`src/rtl/irq_pkg.sv`:
```
package irq_pkg;

   typedef enum logic [2:0] {
      SEQ_IDLE    = 3'd0,
      SEQ_WAIT    = 3'd1,
      SEQ_PUSH_HI = 3'd2,
      SEQ_PUSH_LO = 3'd3,
      SEQ_LOAD    = 3'd4
   } seq_state_t;

   function automatic int unsigned idx_width(input int unsigned n);
      return (n > 1) ? $clog2(n) : 1;
   endfunction

endpackage

```
`src/rtl/irq_regfile.sv`:
```
module irq_regfile #(
   parameter int unsigned NUM_SRC = 5,
   parameter int unsigned ADDR_W  = 16,
   parameter int unsigned DATA_W  = 8,
   parameter logic [ADDR_W-1:0] EN_ADDR   = 16'hFFFF,
   parameter logic [ADDR_W-1:0] FLAG_ADDR = 16'hFF0F
) (
   input  logic               clk,
   input  logic               rst_n,
   input  logic [ADDR_W-1:0]  reg_addr,
   input  logic               reg_wr,
   input  logic [DATA_W-1:0]  reg_wdata,
   output logic [DATA_W-1:0]  reg_rdata,
   input  logic [NUM_SRC-1:0] src_req,
   input  logic [NUM_SRC-1:0] ack_clr,
   output logic [NUM_SRC-1:0] en_q,
   output logic [NUM_SRC-1:0] flag_q
);
   localparam int unsigned PAD_W = DATA_W - NUM_SRC;

   if (NUM_SRC > DATA_W) begin : g_bad_width
      $error("irq_regfile: NUM_SRC must not exceed DATA_W");
   end

   logic hit_en;
   logic hit_flag;
   logic wr_en;
   logic wr_flag;

   assign hit_en   = (reg_addr == EN_ADDR);
   assign hit_flag = (reg_addr == FLAG_ADDR);
   assign wr_en    = reg_wr & hit_en;
   assign wr_flag  = reg_wr & hit_flag;

   always_ff @(posedge clk) begin
      if (!rst_n) begin
         en_q <= '0;
      end else if (wr_en) begin
         en_q <= reg_wdata[NUM_SRC-1:0];
      end
   end

   for (genvar i = 0; i < NUM_SRC; i++) begin : g_flag
      always_ff @(posedge clk) begin
         if (!rst_n) begin
            flag_q[i] <= 1'b0;
         end else if (src_req[i]) begin
            flag_q[i] <= 1'b1;
         end else if (ack_clr[i]) begin
            flag_q[i] <= 1'b0;
         end else if (wr_flag) begin
            flag_q[i] <= reg_wdata[i];
         end
      end
   end

   logic [NUM_SRC-1:0] sel_field;
   always_comb begin
      sel_field = '0;
      if (hit_en) begin
         sel_field = en_q;
      end else if (hit_flag) begin
         sel_field = flag_q;
      end
   end

   if (PAD_W > 0) begin : g_padded
      assign reg_rdata = (hit_en || hit_flag) ? {{PAD_W{1'b1}}, sel_field} : '0;
   end else begin : g_full
      assign reg_rdata = sel_field;
   end

   p_req_sets_r3: assert property (@(posedge clk) disable iff (!rst_n)
      (|src_req) |=> ((flag_q & $past(src_req)) == $past(src_req)))
      else $error("request pulse did not latch its flag");

   p_ack_clears_r6: assert property (@(posedge clk) disable iff (!rst_n)
      ((|ack_clr) && !(|(ack_clr & src_req))) |=> ((flag_q & $past(ack_clr)) == '0))
      else $error("acknowledged flag still set");

   p_foreign_addr_r2: assert property (@(posedge clk) disable iff (!rst_n)
      (reg_wr && !hit_en && !hit_flag) |=> (en_q == $past(en_q)))
      else $error("write to foreign address changed enable mask");

endmodule

```
`src/rtl/irq_arbiter.sv`:
```
module irq_arbiter #(
   parameter int unsigned NUM_SRC = 5,
   parameter int unsigned IDX_W   = 3
) (
   input  logic               clk,
   input  logic               rst_n,
   input  logic [NUM_SRC-1:0] en_q,
   input  logic [NUM_SRC-1:0] flag_q,
   output logic               any_pend,
   output logic [NUM_SRC-1:0] grant,
   output logic [IDX_W-1:0]   win_idx
);
   logic [NUM_SRC-1:0] pend;
   logic [NUM_SRC:0]   blocked;

   assign pend       = en_q & flag_q;
   assign any_pend   = |pend;
   assign blocked[0] = 1'b0;

   for (genvar i = 0; i < NUM_SRC; i++) begin : g_chain
      assign grant[i]     = pend[i] & ~blocked[i];
      assign blocked[i+1] = blocked[i] | pend[i];
   end

   always_comb begin
      win_idx = '0;
      for (int i = NUM_SRC - 1; i >= 0; i--) begin
         if (grant[i]) begin
            win_idx = IDX_W'(i);
         end
      end
   end

   p_grant_onehot_r4: assert property (@(posedge clk) disable iff (!rst_n)
      $onehot0(grant) && ((grant & ~pend) == '0) && (any_pend == (|grant)))
      else $error("grant not a single pending source");

endmodule

```
`src/rtl/irq_sequencer.sv`:
```
module irq_sequencer
   import irq_pkg::*;
#(
   parameter int unsigned NUM_SRC  = 5,
   parameter int unsigned IDX_W    = 3,
   parameter int unsigned ADDR_W   = 16,
   parameter logic [ADDR_W-1:0] VEC_BASE = 16'h0040,
   parameter int unsigned VEC_STEP = 8,
   parameter int unsigned IDLE_CYC = 2
) (
   input  logic               clk,
   input  logic               rst_n,
   input  logic               insn_done,
   input  logic               cmd_di,
   input  logic               cmd_ei,
   input  logic               cmd_halt,
   input  logic               any_pend,
   input  logic [NUM_SRC-1:0] grant,
   input  logic [IDX_W-1:0]   win_idx,
   output logic [NUM_SRC-1:0] ack_clr,
   output logic               ime,
   output logic               halted,
   output logic               wake,
   output logic               busy,
   output logic               push_hi,
   output logic               push_lo,
   output logic               vec_load,
   output logic [ADDR_W-1:0]  vec_addr
);
   localparam int unsigned CNT_W = (IDLE_CYC > 1) ? $clog2(IDLE_CYC) : 1;
   localparam logic [CNT_W-1:0] CNT_LAST = CNT_W'(IDLE_CYC - 1);

   if (IDLE_CYC < 1) begin : g_bad_idle
      $error("irq_sequencer: IDLE_CYC must be at least 1");
   end

   seq_state_t       state_q;
   logic [CNT_W-1:0] cnt_q;
   logic [IDX_W-1:0] win_q;
   logic             ime_q;
   logic             ei_pend_q;
   logic             halted_q;
   logic             wake_q;

   logic bnd;
   logic ime_eff;
   logic take_bnd;
   logic take_halt;
   logic take;

   assign bnd       = insn_done && (state_q == SEQ_IDLE) && !halted_q;
   assign ime_eff   = !cmd_di && (ime_q || ei_pend_q);
   assign take_bnd  = bnd && ime_eff && any_pend;
   assign take_halt = halted_q && ime_q && any_pend;
   assign take      = take_bnd || take_halt;
   assign ack_clr   = take ? grant : '0;

   always_ff @(posedge clk) begin
      if (!rst_n) begin
         state_q   <= SEQ_IDLE;
         cnt_q     <= '0;
         win_q     <= '0;
         ime_q     <= 1'b0;
         ei_pend_q <= 1'b0;
         halted_q  <= 1'b0;
         wake_q    <= 1'b0;
      end else begin
         wake_q <= halted_q && any_pend && !ime_q;

         if (halted_q && any_pend) begin
            halted_q <= 1'b0;
         end

         if (bnd && !take) begin
            if (cmd_di) begin
               ime_q     <= 1'b0;
               ei_pend_q <= 1'b0;
            end else begin
               if (ei_pend_q) begin
                  ime_q <= 1'b1;
               end
               ei_pend_q <= cmd_ei;
            end
            if (cmd_halt) begin
               halted_q <= 1'b1;
            end
         end

         case (state_q)
            SEQ_IDLE: begin
               if (take) begin
                  ime_q     <= 1'b0;
                  ei_pend_q <= 1'b0;
                  win_q     <= win_idx;
                  cnt_q     <= '0;
                  state_q   <= SEQ_WAIT;
               end
            end
            SEQ_WAIT: begin
               if (cnt_q == CNT_LAST) begin
                  state_q <= SEQ_PUSH_HI;
               end else begin
                  cnt_q <= cnt_q + 1'b1;
               end
            end
            SEQ_PUSH_HI: state_q <= SEQ_PUSH_LO;
            SEQ_PUSH_LO: state_q <= SEQ_LOAD;
            SEQ_LOAD:    state_q <= SEQ_IDLE;
            default:     state_q <= SEQ_IDLE;
         endcase
      end
   end

   assign ime      = ime_q;
   assign halted   = halted_q;
   assign wake     = wake_q;
   assign busy     = (state_q != SEQ_IDLE);
   assign push_hi  = (state_q == SEQ_PUSH_HI);
   assign push_lo  = (state_q == SEQ_PUSH_LO);
   assign vec_load = (state_q == SEQ_LOAD);
   assign vec_addr = vec_load ? (VEC_BASE + ADDR_W'(win_q) * ADDR_W'(VEC_STEP)) : '0;

   p_strobe_onehot_r5: assert property (@(posedge clk) disable iff (!rst_n)
      $onehot0({push_hi, push_lo, vec_load}))
      else $error("more than one dispatch strobe");

   p_lo_after_hi_r5: assert property (@(posedge clk) disable iff (!rst_n)
      push_hi |=> push_lo)
      else $error("low push did not follow high push");

   p_load_after_lo_r5: assert property (@(posedge clk) disable iff (!rst_n)
      push_lo |=> vec_load)
      else $error("vector load did not follow low push");

   p_ime_low_busy_r6: assert property (@(posedge clk) disable iff (!rst_n)
      busy |-> !ime)
      else $error("master enable high during dispatch");

   p_di_immediate_r7: assert property (@(posedge clk) disable iff (!rst_n)
      (insn_done && cmd_di && !busy && !halted) |=> (!ime && !busy))
      else $error("disable command did not take effect at once");

   p_ei_deferred_r8: assert property (@(posedge clk) disable iff (!rst_n)
      (insn_done && cmd_ei && !cmd_di && !ime && !ei_pend_q && !busy && !halted) |=> !busy)
      else $error("dispatch at the enable command's own boundary");

   p_halt_not_busy_r10: assert property (@(posedge clk) disable iff (!rst_n)
      !(halted && busy))
      else $error("halted while dispatching");

   p_wake_no_dispatch_r10: assert property (@(posedge clk) disable iff (!rst_n)
      wake |-> (!busy && !halted))
      else $error("wake pulse with dispatch or halt");

   p_ignore_busy_r12: assert property (@(posedge clk) disable iff (!rst_n)
      (busy && insn_done && cmd_halt) |=> !halted)
      else $error("halt command accepted during dispatch");

endmodule

```
`src/rtl/irq_prio_ctrl.sv`:
```
module irq_prio_ctrl
   import irq_pkg::*;
#(
   parameter int unsigned NUM_SRC  = 5,
   parameter int unsigned ADDR_W   = 16,
   parameter int unsigned DATA_W   = 8,
   parameter logic [ADDR_W-1:0] EN_ADDR   = 16'hFFFF,
   parameter logic [ADDR_W-1:0] FLAG_ADDR = 16'hFF0F,
   parameter logic [ADDR_W-1:0] VEC_BASE  = 16'h0040,
   parameter int unsigned VEC_STEP = 8,
   parameter int unsigned IDLE_CYC = 2
) (
   input  logic               clk,
   input  logic               rst_n,
   input  logic [ADDR_W-1:0]  reg_addr,
   input  logic               reg_wr,
   input  logic [DATA_W-1:0]  reg_wdata,
   output logic [DATA_W-1:0]  reg_rdata,
   input  logic [NUM_SRC-1:0] src_req,
   input  logic               insn_done,
   input  logic               cmd_di,
   input  logic               cmd_ei,
   input  logic               cmd_halt,
   output logic               ime,
   output logic               halted,
   output logic               wake,
   output logic               busy,
   output logic               push_hi,
   output logic               push_lo,
   output logic               vec_load,
   output logic [ADDR_W-1:0]  vec_addr
);
   localparam int unsigned IDX_W = idx_width(NUM_SRC);

   if (NUM_SRC < 1) begin : g_bad_src
      $error("irq_prio_ctrl: NUM_SRC must be at least 1");
   end
   if (EN_ADDR == FLAG_ADDR) begin : g_bad_map
      $error("irq_prio_ctrl: register addresses must differ");
   end

   logic [NUM_SRC-1:0] en_q;
   logic [NUM_SRC-1:0] flag_q;
   logic [NUM_SRC-1:0] ack_clr;
   logic [NUM_SRC-1:0] grant;
   logic [IDX_W-1:0]   win_idx;
   logic               any_pend;

   irq_regfile #(
      .NUM_SRC  (NUM_SRC),
      .ADDR_W   (ADDR_W),
      .DATA_W   (DATA_W),
      .EN_ADDR  (EN_ADDR),
      .FLAG_ADDR(FLAG_ADDR)
   ) u_regs (
      .clk      (clk),
      .rst_n    (rst_n),
      .reg_addr (reg_addr),
      .reg_wr   (reg_wr),
      .reg_wdata(reg_wdata),
      .reg_rdata(reg_rdata),
      .src_req  (src_req),
      .ack_clr  (ack_clr),
      .en_q     (en_q),
      .flag_q   (flag_q)
   );

   irq_arbiter #(
      .NUM_SRC(NUM_SRC),
      .IDX_W  (IDX_W)
   ) u_arb (
      .clk     (clk),
      .rst_n   (rst_n),
      .en_q    (en_q),
      .flag_q  (flag_q),
      .any_pend(any_pend),
      .grant   (grant),
      .win_idx (win_idx)
   );

   irq_sequencer #(
      .NUM_SRC (NUM_SRC),
      .IDX_W   (IDX_W),
      .ADDR_W  (ADDR_W),
      .VEC_BASE(VEC_BASE),
      .VEC_STEP(VEC_STEP),
      .IDLE_CYC(IDLE_CYC)
   ) u_seq (
      .clk      (clk),
      .rst_n    (rst_n),
      .insn_done(insn_done),
      .cmd_di   (cmd_di),
      .cmd_ei   (cmd_ei),
      .cmd_halt (cmd_halt),
      .any_pend (any_pend),
      .grant    (grant),
      .win_idx  (win_idx),
      .ack_clr  (ack_clr),
      .ime      (ime),
      .halted   (halted),
      .wake     (wake),
      .busy     (busy),
      .push_hi  (push_hi),
      .push_lo  (push_lo),
      .vec_load (vec_load),
      .vec_addr (vec_addr)
   );

   p_vec_aligned_r4: assert property (@(posedge clk) disable iff (!rst_n)
      vec_load |-> ((vec_addr >= VEC_BASE) && (vec_addr < VEC_BASE + ADDR_W'(NUM_SRC * VEC_STEP))))
      else $error("vector outside the service table");

endmodule

```
`config.mk`:
```
export PLATFORM = sky130hd
export DESIGN_NAME = irq_prio_ctrl
export DESIGN_NICKNAME = d
export VERILOG_FILES = /design/src/rtl/irq_pkg.sv /design/src/rtl/irq_regfile.sv /design/src/rtl/irq_arbiter.sv /design/src/rtl/irq_sequencer.sv /design/src/rtl/irq_prio_ctrl.sv
export SDC_FILE = /design/constraint.sdc
export NUM_CORES = 1
export LEC_CHECK = 0
export CORE_ASPECT_RATIO = 1.1
export CORE_MARGIN = 2
export CORE_UTILIZATION = 35
export CTS_CLUSTER_SIZE = 10
export DETAILED_ROUTE_END_ITERATION = 7
export DONT_BUFFER_PORTS = 1
export GPL_TIMING_DRIVEN = 0
export HOLD_SLACK_MARGIN = 0.02
export PLACE_DENSITY = 0.45
export SLEW_MARGIN = 5
export SYNTH_ARGS = -nofsm -noshare
export SYNTH_HDL_FRONTEND = slang
export SYNTH_SLANG_ARGS = --single-unit
export TNS_END_PERCENT = 10
```
`constraint.sdc`:
```
create_clock -name clk -period 2.53 [get_ports clk]
set_input_delay 0.506 -clock clk [delete_from_list [all_inputs] [get_ports clk]]
set_output_delay 0.506 -clock clk [all_outputs]
set_load 0.05 [all_outputs]
```
# [Yosys cells after proc, flatten, opt, wreduce, memory -nomap -nowiden]
# Index checks and enable logic that the tools add are counted.
[op_classes] n_eq_ne=8 bitwise=14 addsub=2 muxes=43 n_reduce_logical=29
[ops] operator="16-bit == test (second input constant)" count=2
[ops] operator="1-bit two-way mux" count=29
[ops] operator="3-bit two-way mux" count=7
[ops] operator="3-bit nonzero test" count=6
[ops] operator="16-bit two-way mux" count=1
[ops] operator="5-bit two-way mux" count=3
[ops] operator="3-bit case mux with 4 select lines" count=1
[ops] operator="1-bit logical AND" count=10
[ops] operator="7-bit by 6-bit adder with 8-bit output (first input constant)" count=1
[ops] operator="8-bit two-way mux" count=1
[ops] operator="1-bit AND" count=6
[ops] operator="3-bit by 2-bit == test with 1-bit output (second input constant)" count=2
[ops] operator="2-bit AND reduction" count=3
[ops] operator="5-bit AND" count=1
[ops] operator="5-bit OR reduction" count=1
[ops] operator="1-bit zero test" count=4
[ops] operator="2-bit by 1-bit != test with 1-bit output (second input constant)" count=2
[ops] operator="1-bit inverter" count=4
[ops] operator="3-bit by 1-bit == test with 1-bit output (second input constant)" count=1
[ops] operator="3-bit == test (second input constant)" count=1
[ops] operator="3-bit zero test" count=1
[ops] operator="1-bit logical OR" count=3
[ops] operator="1-bit OR" count=3
[ops] operator="1-bit case mux with 2 select lines" count=1
[ops] operator="other kinds (2)" count=2
[word_totals] in_bits=36 wordCells=109 register_bits=21

# [Depth between registers and ports, before layout]
# Gate-level depths: netlist of the first run.
[depth] ltp_word=11 depth_mapped=6

# [By module]
# From an unflattened synthesis of the first run, not the netlist that was laid out.
[hier_totals] cells_unflattened=172 hier_area_um2=1393.8
[modules_own_cells] mod="irq_sequencer" cells_per_inst=82 area_each_um2=691.9 n_inst=1
[modules_own_cells] mod="irq_regfile" cells_per_inst=74 area_each_um2=605.6 n_inst=1
[modules_own_cells] mod="irq_arbiter" cells_per_inst=16 area_each_um2=96.3 n_inst=1

# [Worst setup path before layout of the first run]
# No wires, ideal clock.
[synth_timing] path_type="input to output" start="input port reg_addr[4]" end="output port reg_rdata[0]" n_path_buf=1 path_slack_ns=-0.309 path_stages=4 t_required_ns=2.024 arrival_ns=2.333 path_cell_list="or4_1 > clkbuf_1 > a2111o_1 > nor2_1"
[synth_between] elab_chain_cells=4 elab_cells_between_ends=6 classes_between="eq/ne (2); mux (3); reduce/logical (1)"
[synth_lines] element="from (decl)" line="irq_prio_ctrl.sv:15" source="input logic [ADDR_W-1:0] reg_addr,"
[synth_lines] element="16-bit == test" line="irq_regfile.sv:31" source="assign hit_flag = (reg_addr == FLAG_ADDR);"
[synth_lines] element="5-bit two-way mux" line="irq_regfile.sv:62" source="end else if (hit_flag) begin"
[synth_lines] element="5-bit two-way mux" line="irq_regfile.sv:60" source="if (hit_en) begin"
[synth_lines] element="8-bit two-way mux *" line="irq_regfile.sv:68" source="assign reg_rdata = (hit_en || hit_flag) ? {{PAD_W{1'b1}}, sel_field} : '0;"
[synth_lines] element="to (decl)" line="irq_prio_ctrl.sv:18" source="output logic [DATA_W-1:0] reg_rdata,"
# Every way passes the cells marked *; elsewhere a longest branch is shown, timed or not.

# [Final worst setup path of the first run]
[layout_timing] start="input port reg_addr[7]" end="output port reg_rdata[7]"
[layout_between] elab_chain_cells=3 elab_cells_between_ends=4 classes_between="eq/ne (2); mux (1); reduce/logical (1)"
[layout_lines] element="16-bit == test (on tied branches)" line="irq_regfile.sv:30, irq_regfile.sv:31"
[layout_lines] element="1-bit logical OR *" line="irq_regfile.sv:68"
[layout_lines] element="8-bit two-way mux *" line="irq_regfile.sv:68"
# Marked as above.

==> results of run 1 <==
## stage by stage
step / util, % / worst slack, ns / hold WS (ns) / cell area, um2
floorplan: - / -0.131 / 0.443 / 1410
global placement: 40.1 / -0.318 / 0.460 / 1480
detailed placement: 40.2 / -0.325 / 0.466 / 1480
CTS: 43.1 / -0.00705 / 0.388 / 1590
global route: 43.2 / 0.0149 / 0.404 / 1590
finish: 43.2 / 0.0431 / 0.395 / 1590
## sequential cells by signal (all words and copies together) (netlist names)
signal and count:
u_seq.halted 1, u_regs.flag_q 5, u_seq.cnt_q 1, u_seq.ime 1, u_seq.wake 1, u_seq.ei_pend_q 1, u_regs.en_q 5, u_seq.win_q 3
u_seq.state_q 3
## layout make-up
cell class / count / area (um2) / area share (%)
plain buffers: 22 / 163 / 10.2
repair buffers: 3 / 30.0 / 1.89
multi-input cells: 130 / 845 / 53.1
flip-flops and latches: 21 / 420 / 26.4
clock buffers: 4 / 45.0 / 2.83
well taps: 50 / 62.6 / 3.93
inverters: 6 / 26.3 / 1.65
## layer usage
metal | vias to the layer above | wire, um | GRT usage [%]
met2 | 51 | 1880 | 30.4
met5 | - | 0 | 0
met1 | 577 | 1420 | 18.2
met3 | 2 | 247 | 3.26
li1 | 644 | - | -
met4 | 0 | 20 | 5.07
## path summary, 6_finish.rpt
path                                     start              to  slack (ns)  cells past startpoint
worst max-delay path               reg_addr[7]    reg_rdata[7]        0.04                      4
worst min-delay path              reg_wdata[4]  u_regs.en_q[4]        0.39                      2
worst max register to register       u_seq.ime  u_seq.win_q[0]        0.40                      5
worst min register to register  u_seq.win_q[1]  u_seq.win_q[1]        0.47                      2
## worst max-delay path: stages
cell	delay, ns
or4_4	0.52
a2111o_2	0.50
clkinvlp_4	0.25
buf_6	0.20
## cells by family (layout without fill, tap and decap cells)
kind of cell	count (synthesis)	after routing	share of synthesized area, %
simple gates	69	69	28.7
compound gates	44	44	22.7
buf+inv	29	35	13.5
flops	21	21	31.2
mux	5	5	3.71
other cells	1	12	0.278
## power by group
part | leakage [uW] | internal (uW) | switching, uW | total, uW
Combinational | 0.000371 | 31.2 | 70.5 | 102
Sequential | 0.000171 | 339 | 18.4 | 357
Clock | 0.0000228 | 112 | 108 | 220
## Yosys cell counts, types with 2 or more instances
library cell | instances | area share (%)
o31ai_1 | 3 | 1.7
nand2b_1 | 2 | 0.93
nand2_1 | 9 | 2.5
clkbuf_1 | 5 | 1.4
or3_1 | 3 | 1.4
inv_1 | 5 | 1.4
a22oi_1 | 2 | 1.1
a21boi_0 | 2 | 1.1
and3_1 | 6 | 2.8
buf_6 | 2 | 1.7
a211oi_1 | 5 | 2.8
or2_2 | 2 | 0.93
a21oi_1 | 9 | 3.3
buf_4 | 15 | 8.3
nor3_1 | 3 | 1.1
o41ai_1 | 4 | 2.6
nor2_1 | 14 | 3.9
dfxtp_1 | 21 | 31
o21ai_0 | 9 | 3.3
or4_1 | 3 | 1.7
nand4_1 | 6 | 2.8
nand3_1 | 7 | 2.6
nor4_1 | 5 | 2.3
mux2i_1 | 5 | 3.7
## timing repair
action / CTS / global route
setup buffers: 3 / 0
hold endpoints to repair: 0 / 0
pin swaps: 7 / 2
setup endpoints to repair: 8 / 7
gates resized for setup: 9 / 1
==> key figures, run 1 <==
Outcome
  – Run status: finished, final reports clean

Logic synthesis
  – Synth Warn #: 0
  – Sequential fraction of the synthesis area: between 30% and 40%
  – Yosys reg bits: 21
  – Gate Count Post-Synth: about 170
  – Cell area after synthesis: around 0.0013 mm2
  – Number of synthesized flops with an enable pin: 0
  – Dominant synthesized flop cell: dfxtp_1
  – Synth Area per Inst: between 7 and 8 um2
  – Yosys cell types: 46
  – Ys async rst share: 0%

Die
  – Core Area: ~0.0037 mm2
  – DIE HEIGHT: roughly 69 um
  – Ports: between 60 and 70
  – Rows: 23
  – Die area: 0.00437 mm2
  – Initial cell density of the core: a little over a third
  – Die width: 63.2 um

CTS
  – Clock transition at path regs: 0.08 ns
  – CTS root buf: clkbuf_8
  – CTS buffer count: 3
  – CTS tree: built
  – Worst-case clock buffer depth: 2
  – Clk sink count: 21
  – Cts hold-fix bufs: 0
  – Htree depth: 1
  – Clk_lat worst skew: 0.26 ns

Global routing
  – Global-route usage over all layers: around 16%
  – Number of global-route vias before repair: approximately 1300
  – Global-route wire length before repair: 5750 um
  – Total gr overflow: 0
  – Initial antenna violation count: 0
  – Largest net degree at the start of global routing: 12

Routing
  – DRT Wirelength: 3570 um
  – Via count: between 1000 and 1500
  – Post-route ant nets: 0
  – Drt via density: 5.40
  – Routed wire per std cell: between 15 and 20 um
  – Drt pass-1 iters: 4
  – DRC Markers: 0
  – First DRT Iteration DRCs: a little over 70

STA
  – Least-Margin Pin Slew: a little over 0.8 ns
  – Fin Clk Skew: about 0.0053 ns
  – Slew Limit Fails: 0
  – Endpoints failing setup: 0
  – Final hold viol count: 0
  – RSZ-0062 raised after global routing: no
  – Final Cycle Share: 98.3%
  – Post-layout minimum cycle time: 2.49 ns
  – Max-slew headroom: about 44%
  – Final TNS setup: 0 ns
  – Max Clk Rate: just over 400 MHz

Final layout
  – Most common cell after layout, fill and taps aside: dfxtp_1
  – # nets final: roughly 220
  – Filler cell count: approximately 410
  – Layout cells sized above 1: 19.9%
  – Area grow syn2layout: 18.0%
  – Antenna cells: 0
  – Non-filler cells, final: ~240
  – Most frequent cells in the layout: dfxtp_1, buf_4, conb_1

Pwr
  – PwrDens: 427 mW/mm2
  – Power, Total: 679 uW
  – VDD IR max: 0.160 mV
  – Static Leak: ~0.00057 uW

Worst setup path
  – Crit path DAT: a little under 2 ns
  – CP Class: input pin to output port
  – Startpoint types: input pin
  – Endpoint type of the worst setup path: output port
  – Max FO, Critical Path: 3
  – Critical Path RT: approximately 2 ns

Placement
  – # port buffers: 0
  – Gpl congestion: between 0.8 and 0.9
  – Placed Instances: between 200 and 250
  – Post-DP HPWL: 2860 um

Hold path
  – Worst Hold Class: input pin to register

Job
  – MaxCap Viol Count: 0
(Power assumes the default switching activity.)
==> run 2: changes to the inputs <==
==> constraint.sdc (replaced) <==
create_clock -name clk -period 2.53 [get_ports clk]
set_input_delay 0.1265 -clock clk [delete_from_list [all_inputs] [get_ports clk]]
set_output_delay 0.1265 -clock clk [all_outputs]
set_load 0.05 [all_outputs]
==> key figures, run 2 (synthesis results as in run 1) <==
Placement
  – Gpl congestion: 0.775 (-4.2%)
  – Post-DP HPWL: 2750 um (-3.7%)
  – # port buffers: 0 (unchanged)
  – DP Worst Slack: 0.240 ns (+0.565 ns)

CTS
  – Htree depth: 1 (unchanged)
  – Clk_lat worst skew: 0.27 ns (about the same)
  – Worst-case clock buffer depth: 2 (unchanged)
  – Setup Fix Bufs, Post-CTS: 0 (-3)
  – CTS root buf: clkbuf_8
  – Cts hold-fix bufs: 6 (+6)
  – Clk sink count: 21 (unchanged)
  – Clock transition at path regs: 0.09 ns (about the same)
  – Post-CTS resize count: 0 (-9)
  – CTS tree: built
  – CTS buffer count: 3 (unchanged)

STA
  – Final Cycle Share: 89.8% (-8.4 points)
  – Max Clk Rate: 440 MHz (+9.4%)
  – Post-layout minimum cycle time: 2.27 ns (-0.214 ns)
  – Fin Clk Skew: 0.00937 ns (+0.00406 ns)
  – Max-slew headroom: 38.3% (-6.1 points)
  – Fin worst setup slack: 0.257 ns (+0.214 ns)
  – Endpoints failing setup: 0 (unchanged)
  – Least-Margin Pin Slew: 0.922 ns (+0.0916 ns)
  – Final hold viol count: 0 (unchanged)
  – RSZ-0062 raised after global routing: no
  – Final TNS setup: 0 ns (unchanged)
  – Slew Limit Fails: 0 (unchanged)

Routing
  – Via count: 1313 (+3.1%)
  – DRT Wirelength: 3540 um (-0.90%)
  – Met2 wire length: 1770 um (-5.6%)
  – Routed wire per std cell: 14.7 um (-2.5%)
  – Metal3 WL: 215 um (-13%)
  – First DRT Iteration DRCs: 40 (-44%)
  – M1 wire length: 1480 um (+4.2%)
  – Drt pass-1 iters: 4 (unchanged)
  – Post-route ant nets: 0 (unchanged)
  – Drt via density: 5.47 (+1.3%)
  – Topmost layer with routed signal wires: met4
  – DRC Markers: 0 (unchanged)

Worst setup path
  – Reg-to-Reg End: u_seq.win_q[0]
  – Max FO, Critical Path: 7 (+4)
  – Endpoint type of the worst setup path: output port
  – Critical Path End: reg_rdata[1]
  – Worst reg-to-reg setup slack: 0.39 ns (about the same)
  – Cells on worst reg2reg path: 5 (unchanged)
  – Crit path DAT: 2.15 ns (+0.17 ns)
  – CP Class: input pin to output port
  – Critical Path RT: 2.40 ns (+0.38 ns)
  – Startpoint types: input pin
  – R2R Path Start: u_seq.ime
  – CP startpoint: reg_addr[4]

Outcome
  – Run status: finished, final reports clean

Die
  – Rows: 23 (unchanged)
  – DIE HEIGHT: 69.1 um (unchanged)
  – Die area: 0.00437 mm2 (unchanged)
  – Core Area: 0.00368 mm2 (unchanged)
  – Ports: 67 (unchanged)
  – Die width: 63.2 um (unchanged)
  – Initial cell density of the core: 36.6% (unchanged)

Global routing
  – Global-route wire length before repair: 5660 um (-1.4%)
  – Global-route usage over all layers: 16.2% (-0.067 points)
  – Total gr overflow: 0 (unchanged)
  – Number of global-route vias before repair: 1176 (-6.3%)
  – Initial antenna violation count: 0 (unchanged)
  – Largest net degree at the start of global routing: 13 (+1)

Final layout
  – Filler cell count: 425 (+3.2%)
  – Most frequent cells in the layout: dfxtp_1, buf_4, nor2_1
  – Layout cells sized above 1: 14.2% (-5.7 points)
  – Fin util: 42.5% (-0.75 points)
  – Largest registers: u_regs.en_q (5), u_regs.flag_q (5)
  – Antenna cells: 0 (unchanged)
  – Area grow syn2layout: 16.0%
  – # nets final: 227 (+1.8%)
  – Most common cell after layout, fill and taps aside: dfxtp_1

Job
  – MaxCap Viol Count: 0 (unchanged)

Hold path
  – Worst Hold Class: input pin to register
  – HP Start: reg_wdata[2]

Pwr
  – VDD IR max: 0.164 mV (+2.7%)
  – PwrDens: 444 mW/mm2 (+4.1%)
  – Static Leak: 0.000570 uW (+0.82%)
## run 2: cell types whose count changed in the layout (fill, tap and decap cells not counted), sizes merged
cell and change:
inv +1, buf -3, dlygate4sd3 +6, clkinv +1
clkinvlp -1
## run 2: layout make-up
type	count	area [um2]	area share [%]
Timing Repair Buffer	6	60.1	3.84
Clock buffer	3	41.3	2.64
Multi-Input combinational cell	130	793	50.7
Clock inverter	1	5.00	0.320
Tap cell	50	62.6	4.00
Sequential cell	21	420	26.9
Inverter	6	22.5	1.44
Buffer	23	159	10.2
## run 2: per-stage QoR
stage	instances	power [uW]	area, um2	hold slack (ns)
after floorplan	180	450	1390	0.278
after global placement	230	461	1450	0.287
after detailed placement	230	462	1460	0.289
after CTS	240	701	1560	0.0210
after global routing	240	720	1560	0.0249
final	240	694	1560	0.0205
## run 2: per-layer routing
metal	vias to the layer above	GRT usage, %
li1	655	-
met5	-	0
met1	599	18.9
met4	0	7.25
met2	54	28.6
met3	5	2.77
## run 2: how the worst min path moves through the flow
stage | cells past startpoint | slack [ns] | endpoint
after global routing | 1 | 0.02 | u_regs.flag_q[1]
after CTS | 1 | 0.02 | u_regs.flag_q[1]
after global placement | 2 | 0.29 | u_regs.en_q[1]
final | 2 | 0.02 | u_regs.en_q[2]
after detailed placement | 2 | 0.29 | u_regs.en_q[4]
after floorplan | 2 | 0.28 | u_regs.en_q[0]
## run 2: worst max-delay path: stages
cell,delay [ns]
or4_1,0.50
clkbuf_1,0.19
a2111o_1,0.57
nor2_1,0.76
## run 2: power breakdown
| part | total [uW] | internal [uW] | switching [uW] |
|---|---|---|---|
| combinational | 104 | 36.4 | 67.8 |
| clock | 232 | 110 | 122 |
| sequential | 358 | 339 | 18.7 |
